===== config.mk =====
export PLATFORM = sky130hd
export DESIGN_NAME = i2c_txq
export DESIGN_NICKNAME = d
export VERILOG_FILES = /design/src/rtl/i2c_txq_pkg.sv /design/src/rtl/i2c_txq_store.sv /design/src/rtl/i2c_txq_drain.sv /design/src/rtl/i2c_txq_flags.sv /design/src/rtl/i2c_txq.sv
export SDC_FILE = /design/constraint.sdc
export NUM_CORES = 1
export LEC_CHECK = 0
export ABC_AREA = 1
export BUFFER_PORTS_ARGS = -buffer_cell sky130_fd_sc_hd__buf_2
export CAP_MARGIN = 30
export CORE_ASPECT_RATIO = 0.8
export CORE_MARGIN = 4
export CORE_UTILIZATION = 54
export DETAILED_ROUTE_END_ITERATION = 16
export PLACE_DENSITY = 0.71
export SYNTH_ARGS = -nofsm -noshare
export SYNTH_HDL_FRONTEND = slang
export SYNTH_SLANG_ARGS = --single-unit

===== constraint.sdc =====
create_clock -name clk -period 3.8 [get_ports clk]
set_input_delay 0.38 -clock clk [delete_from_list [all_inputs] [get_ports clk]]
set_output_delay 0.38 -clock clk [all_outputs]
set_load 0.005 [all_outputs]

===== src/rtl/i2c_txq_pkg.sv =====
package i2c_txq_pkg;
  localparam int CTL_FLUSH_BIT   = 7;
  localparam int CTL_EN_BIT      = 6;
  localparam int FST_EMPTY_BIT   = 4;
  localparam int IRQ_NOACK_BIT   = 0;
  localparam int IRQ_DRAINED_BIT = 1;
  localparam int IRQ_OVF_BIT     = 2;
  localparam int IRQ_W           = 3;

  typedef enum logic [1:0] {
    DR_IDLE = 2'd0,
    DR_BUSY = 2'd1,
    DR_HALT = 2'd2
  } drain_state_e;
endpackage


===== src/rtl/i2c_txq_store.sv =====
module i2c_txq_store #(
  parameter  int DW    = 8,
  parameter  int DEPTH = 64,
  localparam int AW    = $clog2(DEPTH),
  localparam int CW    = AW + 1
) (
  input  logic          clk,
  input  logic          rst_n,
  input  logic          push,
  input  logic [DW-1:0] push_data,
  input  logic          pop,
  input  logic          clear,
  output logic [DW-1:0] head,
  output logic [CW-1:0] count,
  output logic          empty,
  output logic          full
);
  logic [DW-1:0] mem [DEPTH];
  logic [AW-1:0] wr_ptr_q, wr_ptr_d;
  logic [AW-1:0] rd_ptr_q, rd_ptr_d;
  logic [CW-1:0] cnt_q, cnt_d;
  logic          push_ok, pop_ok;

  function automatic logic [AW-1:0] ptr_inc(input logic [AW-1:0] p);
    if (p == AW'(DEPTH - 1)) return '0;
    return p + 1'b1;
  endfunction

  assign empty   = (cnt_q == '0);
  assign full    = (cnt_q == CW'(DEPTH));
  assign push_ok = push && !full && !clear;
  assign pop_ok  = pop && !empty && !clear;

  always_comb begin
    wr_ptr_d = wr_ptr_q;
    rd_ptr_d = rd_ptr_q;
    cnt_d    = cnt_q;
    if (clear) begin
      wr_ptr_d = '0;
      rd_ptr_d = '0;
      cnt_d    = '0;
    end else begin
      if (push_ok) wr_ptr_d = ptr_inc(wr_ptr_q);
      if (pop_ok)  rd_ptr_d = ptr_inc(rd_ptr_q);
      case ({push_ok, pop_ok})
        2'b10:   cnt_d = cnt_q + 1'b1;
        2'b01:   cnt_d = cnt_q - 1'b1;
        default: cnt_d = cnt_q;
      endcase
    end
  end

  always_ff @(posedge clk or negedge rst_n) begin
    if (!rst_n) begin
      wr_ptr_q <= '0;
      rd_ptr_q <= '0;
      cnt_q    <= '0;
    end else begin
      wr_ptr_q <= wr_ptr_d;
      rd_ptr_q <= rd_ptr_d;
      cnt_q    <= cnt_d;
    end
  end

  always_ff @(posedge clk) begin
    if (push_ok) mem[wr_ptr_q] <= push_data;
  end

  assign head  = mem[rd_ptr_q];
  assign count = cnt_q;
endmodule


===== src/rtl/i2c_txq_drain.sv =====
module i2c_txq_drain
  import i2c_txq_pkg::*;
#(
  parameter int DW = 8
) (
  input  logic          clk,
  input  logic          rst_n,
  input  logic          enable,
  input  logic          q_empty,
  input  logic [DW-1:0] q_head,
  input  logic          flush,
  input  logic          eng_ready,
  input  logic          eng_done,
  input  logic          eng_nak,
  output logic          eng_valid,
  output logic [DW-1:0] eng_byte,
  output logic          pop,
  output logic          busy,
  output logic          halted,
  output logic          byte_acked,
  output logic          byte_refused
);
  drain_state_e st_q, st_d;

  assign eng_valid    = (st_q == DR_IDLE) && enable && !q_empty;
  assign eng_byte     = q_head;
  assign pop          = eng_valid && eng_ready;
  assign busy         = (st_q == DR_BUSY);
  assign halted       = (st_q == DR_HALT);
  assign byte_acked   = busy && eng_done && !eng_nak;
  assign byte_refused = busy && eng_done && eng_nak;

  always_comb begin
    st_d = st_q;
    unique case (st_q)
      DR_IDLE: if (pop) st_d = DR_BUSY;
      DR_BUSY: begin
        if (eng_done) st_d = (eng_nak && !flush) ? DR_HALT : DR_IDLE;
      end
      DR_HALT: if (flush) st_d = DR_IDLE;
      default: st_d = DR_IDLE;
    endcase
  end

  always_ff @(posedge clk or negedge rst_n) begin
    if (!rst_n) st_q <= DR_IDLE;
    else        st_q <= st_d;
  end
endmodule


===== src/rtl/i2c_txq_flags.sv =====
module i2c_txq_flags
  import i2c_txq_pkg::*;
(
  input  logic              clk,
  input  logic              rst_n,
  input  logic              set_noack,
  input  logic              set_drained,
  input  logic              set_ovf,
  input  logic              clr_wr,
  input  logic [IRQ_W-1:0]  clr_mask,
  output logic [IRQ_W-1:0]  flags
);
  logic [IRQ_W-1:0] flg_q, flg_d, set_vec;

  always_comb begin
    set_vec                  = '0;
    set_vec[IRQ_NOACK_BIT]   = set_noack;
    set_vec[IRQ_DRAINED_BIT] = set_drained;
    set_vec[IRQ_OVF_BIT]     = set_ovf;
    flg_d = flg_q;
    if (clr_wr) flg_d = flg_d & ~clr_mask;
    flg_d = flg_d | set_vec;
  end

  always_ff @(posedge clk or negedge rst_n) begin
    if (!rst_n) flg_q <= '0;
    else        flg_q <= flg_d;
  end

  assign flags = flg_q;
endmodule


===== src/rtl/i2c_txq.sv =====
module i2c_txq
  import i2c_txq_pkg::*;
#(
  parameter  int DW    = 8,
  parameter  int DEPTH = 64,
  localparam int CW    = $clog2(DEPTH) + 1
) (
  input  logic          clk,
  input  logic          rst_n,
  input  logic          data_wr,
  input  logic [DW-1:0] data_in,
  input  logic          ctl_wr,
  input  logic [7:0]    ctl_wdata,
  input  logic          isr_wr,
  input  logic [7:0]    isr_wdata,
  output logic [7:0]    ctl_rdata,
  output logic [7:0]    fifo_status,
  output logic [7:0]    irq_status,
  output logic          bus_nak,
  output logic          eng_valid,
  output logic [DW-1:0] eng_byte,
  input  logic          eng_ready,
  input  logic          eng_done,
  input  logic          eng_nak
);
  logic          en_q, en_d;
  logic          flush_q, flush_d;
  logic          flush_now;
  logic          q_push, q_pop, q_empty, q_full;
  logic [DW-1:0] q_head;
  logic [CW-1:0] fifo_cnt;
  logic          drn_busy, drn_halted, drn_acked, drn_refused;
  logic [IRQ_W-1:0] irq_flags;
  logic          unused_wbits;

  assign unused_wbits = ^{ctl_wdata[5:0], isr_wdata[7:3]};

  assign flush_now = ctl_wr && ctl_wdata[CTL_FLUSH_BIT];

  always_comb begin
    en_d    = en_q;
    flush_d = 1'b0;
    if (ctl_wr) begin
      en_d    = ctl_wdata[CTL_EN_BIT];
      flush_d = ctl_wdata[CTL_FLUSH_BIT];
    end
  end

  always_ff @(posedge clk or negedge rst_n) begin
    if (!rst_n) begin
      en_q    <= 1'b0;
      flush_q <= 1'b0;
    end else begin
      en_q    <= en_d;
      flush_q <= flush_d;
    end
  end

  assign q_push = data_wr && en_q;

  i2c_txq_store #(.DW(DW), .DEPTH(DEPTH)) u_store (
    .clk       (clk),
    .rst_n     (rst_n),
    .push      (q_push),
    .push_data (data_in),
    .pop       (q_pop),
    .clear     (flush_now),
    .head      (q_head),
    .count     (fifo_cnt),
    .empty     (q_empty),
    .full      (q_full)
  );

  i2c_txq_drain #(.DW(DW)) u_drain (
    .clk          (clk),
    .rst_n        (rst_n),
    .enable       (en_q),
    .q_empty      (q_empty),
    .q_head       (q_head),
    .flush        (flush_now),
    .eng_ready    (eng_ready),
    .eng_done     (eng_done),
    .eng_nak      (eng_nak),
    .eng_valid    (eng_valid),
    .eng_byte     (eng_byte),
    .pop          (q_pop),
    .busy         (drn_busy),
    .halted       (drn_halted),
    .byte_acked   (drn_acked),
    .byte_refused (drn_refused)
  );

  i2c_txq_flags u_flags (
    .clk         (clk),
    .rst_n       (rst_n),
    .set_noack   (drn_refused),
    .set_drained (drn_acked && q_empty),
    .set_ovf     (q_push && q_full && !flush_now),
    .clr_wr      (isr_wr),
    .clr_mask    (isr_wdata[IRQ_W-1:0]),
    .flags       (irq_flags)
  );

  always_comb begin
    ctl_rdata                = '0;
    ctl_rdata[CTL_FLUSH_BIT] = flush_q;
    ctl_rdata[CTL_EN_BIT]    = en_q;
    fifo_status                = '0;
    fifo_status[FST_EMPTY_BIT] = q_empty;
    irq_status            = '0;
    irq_status[IRQ_W-1:0] = irq_flags;
  end

  assign bus_nak = drn_halted;
endmodule


==> flow_summary.toml, run 1 <==
[floorplan]
floorplan.rows = 66
die_area_um2 = 45500
initial_utilization = 0.554
die_y_um = 192
floorplan.io_pins = 66
core_area_um2 = 41100
chipWidth_um = 238

[cells_and_area]
utilization = 0.607
area_delta_synth_final_pct = 9.64
final_area_um2 = 25000
area.sequential_um2 = 16000
final_net_count = 2050
fillers = 3165
final_layout_size_suffix_gt1_frac = 0.0920
multi_input_comb_area_um2 = 5840
antenna_cells_inserted = 0
fin_cells = 2598

[clock_network]
later_pin_clock_latency_in_the_skew_report_ns = 0.59
clockBufferDepth = 3
cts_htree_levels = 2
cts.sinks = 538
postCtsSetupRepairBufs = 0
tritoncts.num_buffers = 52
clk_pin_slew_ns = 0.06
cts_tree = "done"
clk_root_buffer_cell = "clkbuf_16"

[setup_path]
slowest_cell_on_the_critical_path = "buf_12"
cp.required_ns = 3.42
cpLargestDelayFamily = "simple AND/OR/NAND/NOR gates"
worst-endpoint-arrival_ns = 3.21
cp_num_buf_inv = 2
cp-start-kind = "register"
cp_max_fo = 258
worst_setup_path_end_kind = "output port"
timing.critical_path.cells = "buf_12, nand2_1, nand3_1, nand3_1, nand2_1, nand2_1, nand3_1, nand3_1, nand2_1, buf_2"
worstSetupPathType = "reg2out"
crit_path_max_incr_delay_ns = 0.72

[synth]
area_share_of_the_largest_cell_type_after_synthesis = 0.675
ys_types = 38
synth-seq-cells = 538
ys.flop_type = "edfxtp_1"
cells_taking_the_most_area_after_synthesis = "edfxtp_1, nand2_1, nand3_1, dfrtp_1, buf_4"
synth.cell_area_um2 = 22800
syn-instance-count = 1992
synthesis.yosys.warnings = 0
syn_avg_cell_area_um2 = 11.4
synth-seq-area-share = 0.704
synth-edff-count = 512
synth_largest_area_cell = "edfxtp_1"
asyncSetResetFlopFracSynth = 0.0483

[sta]
finalSetupViolCount = 0
hold_viol_final = 0
worst-slew-pin-transition_ns = 1.25
rsz_0062_raised_after_global_routing = "no"
finalCriticalPeriod_ns = 3.59
clock_skew_ns = 0.0193
period_share = 0.944
slew_headroom = 0.164
timing.fmax_mhz = 279
slew_violations = 0
setup-tns-final_ns = 0

[pwr]
power.leakage_nw = 9.15
p_per_cell_area_nw_per_um2 = 592
max-vdd-ir-drop_v = 0.000508

[run]
max_cap_violations = 0

[drt]
via_count = 15000
initial_drc_count = 1850
drc_errors = 0
drt-wirelength-per-cell_um = 20.9
detail-route-antenna-nets = 0
via_per_inst = 5.78
first_pass_iters = 6
final_routed_wirelength_um = 54200

[global_route]
first_pass_grt_wire_length_um = 82600
grt_remaining_overflow = 0
number_of_antenna_violations_at_the_first_check_in_global_routing = 0
grt_start_max_net_pins = 259
first_global_vias = 14200
grt_use_total = 0.235

[place]
finalWeightedCongestion = 0.906
post_dp_cell_area_um2 = 23200
post-place-cells = 2494
dpl.hpwl_um = 31400
place.port_buffers = 36

[min_path]
hold_class = "in2reg"

[outcome]
outcome = "completed"
## synth_stat cells (all sizes together) (2+ instances only)
library cell	number
nand4	9
a21oi	5
ha	7
nand3	447
dfrtp	26
o21ai	17
inv	25
xor2	2
xnor2	4
nor2	80
a31oi	2
edfxtp	512
clkbuf	12
clkinv	3
buf	122
o22ai	8
nand2	702
o31ai	3
## per-layer routing
metal | up-vias | routed length [µm] | global-route usage
met1 | 7281 | 22800 | 0.339
met4 | 0 | 1500 | 0.0705
met5 | - | 0 | 0
li1 | 6960 | - | -
met3 | 109 | 4770 | 0.0469
met2 | 679 | 25100 | 0.368
## cell type report
cell class	count	share of cell area
sequential	538	0.642
multi-input combinational	1309	0.234
clock buffer	70	0.0565
tap	544	0.0273
timing repair buffer	81	0.0256
clock inverter	28	0.00982
inverter	28	0.00451
## final timing paths
| path | slack (ns) | to | startpoint | cells past startpoint |
|---|---|---|---|---|
| min reg2reg | 0.47 | u_drain.st_q[0]$_DFFE_PN0P_ | u_drain.st_q[1]$_DFFE_PN0P_ | 1 |
| min | 0.04 | u_store.mem[16][0]$_DFFE_PP_ | data_in[0] | 1 |
| min in group asynchronous | 0.37 | u_flags.flags[0]$_DFF_PN0_ | rst_n | 2 |
| max reg2reg | 0.99 | u_store.mem[57][0]$_DFFE_PP_ | u_store.count[0]$_DFFE_PN0P_ | 6 |
| max in group asynchronous | 2.96 | u_store.rd_ptr_q[0]$_DFFE_PN0P_ | rst_n | 2 |
| max | 0.21 | eng_byte[5] | u_store.rd_ptr_q[0]$_DFFE_PN0P_ | 10 |
## per-stage QoR
step	hold WS [ns]	worst slack (ns)	total power, mW
after floorplan	0.0844	1.60	8.93
after global placement	0.423	0.888	9.73
after detailed placement	0.426	0.843	9.80
after CTS	0.0375	0.305	14.8
after global routing	0.0261	0.0752	15.4
final	0.0442	0.213	14.8
## registers in the layout, summed over array words and instances, names as in the netlist
| signal | cells |
|---|---|
| u_store.mem | 512 |
| flush_q | 1 |
| en_q | 1 |
| u_flags.flags | 3 |
| u_store.wr_ptr_q | 6 |
| u_store.rd_ptr_q | 6 |
| u_drain.st_q | 2 |
| u_store.count | 7 |
## cells in the final DEF, fill, tap and decap left out, types with 4 or more instances in the layout
cell and count:
nand2_1 696, edfxtp_1 512, nand3_1 447, nor2_1 71
clkbuf_16 53, buf_2 36, buf_4 33, dfrtp_1 23
inv_1 19, conb_1 18, clkbuf_1 15, clkinv_1 13
clkinv_2 10, buf_12 9, o21ai_0 8, o22ai_1 8
ha_1 7, nand4_2 6, o21ai_2 5, nor2_4 4
inv_2 4, nor2_2 4, o21ai_1 4, nand2_2 4
a21oi_1 4, xnor2_1 4, bufinv_16 4
## what timing repair did
action / in CTS / in global routing
resized for setup: 0 / 0
hold endpoints to repair: 28 / 0
hold buffers: 3 / 0
## logic make-up after synthesis
| kind of cell | share of synthesized area |
|---|---|
| buffers and inverters | 0.0424 |
| adders and majority gates | 0.00473 |
| AOI/OAI and AO/OA | 0.0106 |
| DFF | 0.704 |
| muxes | 0.000494 |
| xor gates and xnor gates | 0.00231 |
| other | 0.000165 |
| and+or+nand+nor | 0.236 |
## where the power goes
part / leakage, nW / switching [mW] / total [mW] / internal (mW)
clock: 0.816 / 2.17 / 5.05 / 2.88
sequential: 4.95 / 0.124 / 6.69 / 6.57
combinational: 3.38 / 2.16 / 3.04 / 0.879
(Power assumes the default switching activity.)
==> inputs of run 2 (changes only) <==
--- a/config.mk
+++ b/config.mk
@@ -5,11 +5,11 @@
 export SDC_FILE = /design/constraint.sdc
 export NUM_CORES = 1
 export LEC_CHECK = 0
-export ABC_AREA = 1
+export ABC_AREA = 0
 export BUFFER_PORTS_ARGS = -buffer_cell sky130_fd_sc_hd__buf_2
 export CAP_MARGIN = 30
 export CORE_ASPECT_RATIO = 0.8
-export CORE_MARGIN = 4
+export CORE_MARGIN = 3
 export CORE_UTILIZATION = 54
 export DETAILED_ROUTE_END_ITERATION = 16
 export PLACE_DENSITY = 0.71
==> flow_summary.toml, run 2 <==
[outcome]
outcome = "completed"

[global_route]
grt_start_max_net_pins = 60
grt_remaining_overflow = 0
number_of_antenna_violations_at_the_first_check_in_global_routing = 0
first_pass_grt_wire_length_um = 70000
grt_use_total = 0.224
first_global_vias = 11100

[min_path]
hold_class = "in2reg"

[cells_and_area]
fillers = 2648
largest_register_ffs = 512
layout_commonest_cell = "edfxtp_1"
commonest_non_fill_non_tap_cells_in_the_layout = "edfxtp_1, mux4_2, buf_4, nor2_1, clkbuf_16"
final_layout_size_suffix_gt1_frac = 0.285
multi_input_comb_area_um2 = 4950
antenna_cells_inserted = 0
final_net_count = 1243
largest-register = "u_store.mem"
area_delta_synth_final_pct = 14.3
area.sequential_um2 = 16000

[clock_network]
clk_root_buffer_cell = "clkbuf_16"
cts_htree_levels = 2
cts.sinks = 538
clk_pin_slew_ns = 0.07
tritoncts.num_buffers = 49
clockBufferDepth = 3
cts_tree = "done"
later_pin_clock_latency_in_the_skew_report_ns = 0.58

[sta]
rsz_0062_raised_after_global_routing = "no"
period_share = 0.961
clock_skew_ns = 0.0191
worst-slew-pin-transition_ns = 0.763
slew_violations = 0
hold_viol_final = 0
setup-tns-final_ns = 0
finalCriticalPeriod_ns = 3.65
timing.fmax_mhz = 274
slew_headroom = 0.490
finalSetupViolCount = 0

[drt]
detailroute.wirelength.met3_um = 3870
final_routed_wirelength_um = 46200
drt-wirelength-per-cell_um = 26.1
met1Wirelength_um = 19400
routed-wl-met2_um = 21900
detail-route-antenna-nets = 0
via_count = 10900
first_pass_iters = 5
initial_drc_count = 1177
drc_errors = 0
via_per_inst = 6.16
highest-signal-layer = "met4"

[synth]
synth-seq-cells = 538
synth-seq-area-share = 0.752
ys_types = 56
synth.cell_area_um2 = 21300
synth-edff-count = 512
syn-instance-count = 1077
yosysMostFrequentCell = "edfxtp_1"
synthesis.yosys.warnings = 0
post_synth_most_frequent_cells = "edfxtp_1, mux4_2, nor2_1, nand2_1, a22oi_1"
ys.flop_type = "edfxtp_1"
asyncSetResetFlopFracSynth = 0.0483
cells_taking_the_most_area_after_synthesis = "edfxtp_1, mux4_2, dfrtp_1, nor2_1, a22oi_1"
syn_avg_cell_area_um2 = 19.8
synth_largest_area_cell = "edfxtp_1"
area_share_of_the_largest_cell_type_after_synthesis = 0.721

[setup_path]
worstSetupPathType = "reg2out"
cp.required_ns = 3.42
internal_reg_to_reg_setup_slack_ns = 0.35
cp-start-kind = "register"
worst-endpoint-arrival_ns = 3.27
cp_max_fo = 39
worst_setup_path_end_kind = "output port"

[floorplan]
floorplan.io_pins = 66
die_area_um2 = 41900
initial_utilization = 0.552
floorplan.rows = 64
die_y_um = 184
core_area_um2 = 38600
chipWidth_um = 228

[run]
max_cap_violations = 0

[pwr]
share_clk_of_total_power = 0.338
power.share.combinational = 0.203
p_per_cell_area_nw_per_um2 = 603
max-vdd-ir-drop_v = 0.000478
power_switching_mw = 3.79
internal_power_mw = 10.9
power.leakage_nw = 7.94
seq_power_share = 0.458
total_power_mw = 14.7
power_switching_share = 0.258

[place]
place.port_buffers = 36
finalWeightedCongestion = 0.810
dpl.hpwl_um = 28600
run 2: cell types whose count changed in the layout (fill, tap and decap cells not counted), sizes merged, moves of 9 or more:
cell,change
nand2,-659
nand3,-429
mux4,+128
buf,+59
a22oi,+39
inv,-21
a22o,+15
a221oi,+14
a21oi,+11
clkbuf,-11
nand4,-9
run 2: what timing repair did:
action | 4_1_cts | 5_1_grt
setup endpoints to repair | 3 | 2
hold endpoints to repair | 26 | 0
gates resized for setup | 0 | 2
hold buffers | 1 | 0
buffers inserted | 1 | 0
run 2: layer usage:
layer	vias to the layer above	global-route usage
li1	4657	-
met1	5723	0.332
met2	452	0.350
met3	76	0.0469
met4	0	0.0560
met5	-	0
run 2: final timing paths:
path	startpoint	endpoint	cells after the start
setup reg to reg	u_store.count[1]$_DFFE_PN0P_	u_store.count[6]$_DFFE_PN0P_	11
hold / removal	eng_done	u_drain.st_q[0]$_DFFE_PN0P_	2
hold reg to reg	u_flags.flags[2]$_DFF_PN0_	u_flags.flags[2]$_DFF_PN0_	2
setup / recovery	u_store.rd_ptr_q[0]$_DFFE_PN0P_	eng_byte[3]	7
min in group asynchronous	rst_n	u_store.count[6]$_DFFE_PN0P_	2
max in group asynchronous	rst_n	u_store.rd_ptr_q[1]$_DFFE_PN0P_	2
run 2: cell families (layout without fill, tap and decap cells):
family | count (synthesis) | count (layout) | synth area share
flops | 538 | 538 | 0.752
other cells | 1 | 18 | 0.000176
mux | 134 | 134 | 0.138
compound gates | 128 | 128 | 0.0459
xor+xnor | 4 | 4 | 0.00164
buf+inv | 85 | 235 | 0.0196
fa+ha+maj | 8 | 8 | 0.00505
simple gates | 179 | 179 | 0.0374
run 2: per-stage QoR:
step | setup slack [ns] | hold WS (ns) | cell area (µm²) | instances | utilization
2_1_floorplan | 0.478 | 0.0844 | 21400 | 1094 | -
3_3_place_gp | 0.286 | 0.416 | 22600 | 1672 | 0.585
3_5_place_dp | 0.258 | 0.422 | 22700 | 1678 | 0.588
4_1_cts | 0.0774 | 0.0170 | 24300 | 1772 | 0.631
5_1_grt | 0.00248 | 0.0291 | 24400 | 1772 | 0.631
6_report | 0.148 | 0.0354 | 24400 | 1772 | 0.631
run 2: final cells by class:
cell class / count / area share
Sequential cell: 538 / 0.658
Multi-Input combinational cell: 471 / 0.203
Clock buffer: 59 / 0.0536
Timing Repair Buffer: 138 / 0.0439
Tap cell: 528 / 0.0271
Clock inverter: 33 / 0.0130
Inverter: 5 / 0.000771
run 2: power groups by stage:
stage	Combinational (mW)	Clock, mW	Sequential (mW)
6_report	2.98	4.97	6.73
5_1_grt	3.20	5.31	6.75
4_1_cts	3.00	5.05	6.73
3_5_place_dp	2.94	0	6.88
3_3_place_gp	2.87	0	6.87
2_1_floorplan	2.13	0	6.77
run 2: worst max-delay path, cell delays in order, from the launching register on:
cell      delay (ns)
dfrtp_4         0.63
buf_12          0.33
mux4_2          0.60
a22oi_1         0.20
nand2_1         0.14
a22oi_1         0.32
o221ai_1        0.23
buf_2           0.18
==> inputs of run 3 (changes only) <==
--- a/config.mk
+++ b/config.mk
@@ -12,6 +12,7 @@
 export CORE_MARGIN = 3
 export CORE_UTILIZATION = 54
 export DETAILED_ROUTE_END_ITERATION = 16
+export HOLD_SLACK_MARGIN = 0.06
 export PLACE_DENSITY = 0.71
 export SYNTH_ARGS = -nofsm -noshare
 export SYNTH_HDL_FRONTEND = slang
==> flow_summary.toml, run 3 (synthesis gave the netlist of run 2 again) <==
[place]
post-place-cells = 1678
place.port_buffers = 36
finalWeightedCongestion = 0.810
dpl.hpwl_um = 28600

[sta]
finalSetupViolCount = 0
finalCriticalPeriod_ns = 3.67
worst-slew-pin-transition_ns = 0.762
hold_viol_final = 0
slew_violations = 0
setup-tns-final_ns = 0
period_share = 0.967
timing.fmax_mhz = 272
slew_headroom = 0.491
clock_skew_ns = 0.0209
rsz_0062_raised_after_global_routing = "no"

[global_route]
number_of_antenna_violations_at_the_first_check_in_global_routing = 0
first_global_vias = 11100
first_pass_grt_wire_length_um = 70100
grt_start_max_net_pins = 60
grt_remaining_overflow = 0
grt_use_total = 0.225

[clock_network]
clockBufferDepth = 3
tritoncts.num_buffers = 49
clk_pin_slew_ns = 0.07
cts.sinks = 538
clk_root_buffer_cell = "clkbuf_16"
cts_htree_levels = 2
cts_tree = "done"
later_pin_clock_latency_in_the_skew_report_ns = 0.58

[run]
max_cap_violations = 0

[drt]
initial_drc_count = 1202
drt-wirelength-per-cell_um = 26.0
final_routed_wirelength_um = 46200
via_count = 10900
detail-route-antenna-nets = 0
via_per_inst = 6.13
first_pass_iters = 5
drc_errors = 0

[floorplan]
floorplan.io_pins = 66
chipWidth_um = 228
core_area_um2 = 38600
initial_utilization = 0.552
floorplan.rows = 64
die_y_um = 184
die_area_um2 = 41900

[setup_path]
crit_top_cell = "a22oi_1"
timing.critical_path.cells = "buf_12, mux4_2, a22oi_1, nand2_1, a22oi_1, o221ai_1, buf_2"
worst_setup_path_end_kind = "output port"
crit_path_max_incr_delay_ns = 0.63
cpLargestDelayFamily = "compound AO/OA/AOI/OAI gates"
cp-start-kind = "register"
cp.required_ns = 3.42
worstSetupPathType = "reg2out"
cp_num_buf_inv = 2
slowest_cell_on_the_critical_path = "dfrtp_4"
cp_max_fo = 39
worst-endpoint-arrival_ns = 3.29

[cells_and_area]
fin_cells = 1778
largest-register = "u_store.mem"
largest_register_ffs = 512
final_layout_size_suffix_gt1_frac = 0.284
area_delta_synth_final_pct = 14.6
final_net_count = 1249
commonest_non_fill_non_tap_cells_in_the_layout = "edfxtp_1, mux4_2, buf_4, nor2_1, clkbuf_16"
antenna_cells_inserted = 0
layout_commonest_cell = "edfxtp_1"
fillers = 2641

[pwr]
p_per_cell_area_nw_per_um2 = 602
max-vdd-ir-drop_v = 0.000478
power.leakage_nw = 7.97

[outcome]
outcome = "completed"

[min_path]
hold_class = "in2reg"
[run 3: layout make-up]
| type | count | area [µm²] | area share |
|---|---|---|---|
| inverters | 5 | 18.8 | 0.000769 |
| multi-input cells | 471 | 4950 | 0.203 |
| clock inverters | 33 | 317 | 0.0130 |
| well taps | 528 | 661 | 0.0271 |
| repair buffers | 144 | 1130 | 0.0462 |
| flip-flops and latches | 538 | 16000 | 0.657 |
| clock buffers | 59 | 1310 | 0.0535 |
[run 3: what timing repair did]
action / 4_1_cts / 5_1_grt
setup endpoints to repair: 3 / 2
setup buffers: 1 / 0
endpoints found under the hold margin: 30 / 0
hold buffers: 7 / 0
gates resized for setup: 0 / 2
[run 3: tightest hold or removal path, delay by kind of cell]
family	cells	cell delay, ns
buffers and inverters	1	0.10
and+or+nand+nor	2	0.11
AOI/OAI and AO/OA	1	0.06
[run 3: path summary, 6_finish.rpt]
| check | from | end | slack, ns | depth (start not counted) |
|---|---|---|---|---|
| worst max-delay path | u_store.rd_ptr_q[0]$_DFFE_PN0P_ | eng_byte[6] | 0.13 | 7 |
| worst min-delay path | isr_wr | u_flags.flags[2]$_DFF_PN0_ | 0.11 | 4 |
| worst max register to register | u_store.count[1]$_DFFE_PN0P_ | u_store.count[6]$_DFFE_PN0P_ | 0.35 | 11 |
| worst min register to register | u_flags.flags[2]$_DFF_PN0_ | u_flags.flags[2]$_DFF_PN0_ | 0.50 | 2 |
| max in group asynchronous | rst_n | u_store.rd_ptr_q[1]$_DFFE_PN0P_ | 2.99 | 2 |
| min in group asynchronous | rst_n | u_store.count[6]$_DFFE_PN0P_ | 0.34 | 2 |
[run 3: stage by stage]
step	hold slack [ns]	utilization	setup slack (ns)	area (µm²)	power, mW
after floorplan	0.0844	-	0.478	21400	8.90
after global placement	0.416	0.585	0.286	22600	9.74
after detailed placement	0.422	0.588	0.258	22700	9.82
after CTS	0.0758	0.632	0.0774	24400	14.8
after global routing	0.101	0.633	0.00248	24400	15.3
final	0.107	0.633	0.126	24400	14.7
[run 3: power breakdown]
group	total, mW	switching [mW]	internal [mW]
Combinational	2.99	1.54	1.46
Clock	4.97	2.11	2.86
Sequential	6.73	0.151	6.58
[run 3: routing by layer]
layer | vias to the layer above | share of wire | global-route usage
li1 | 4667 | - | -
met1 | 5695 | 0.42 | 0.333
met2 | 466 | 0.47 | 0.351
met3 | 76 | 0.087 | 0.0469
met4 | 0 | 0.021 | 0.0560
met5 | - | 0 | 0
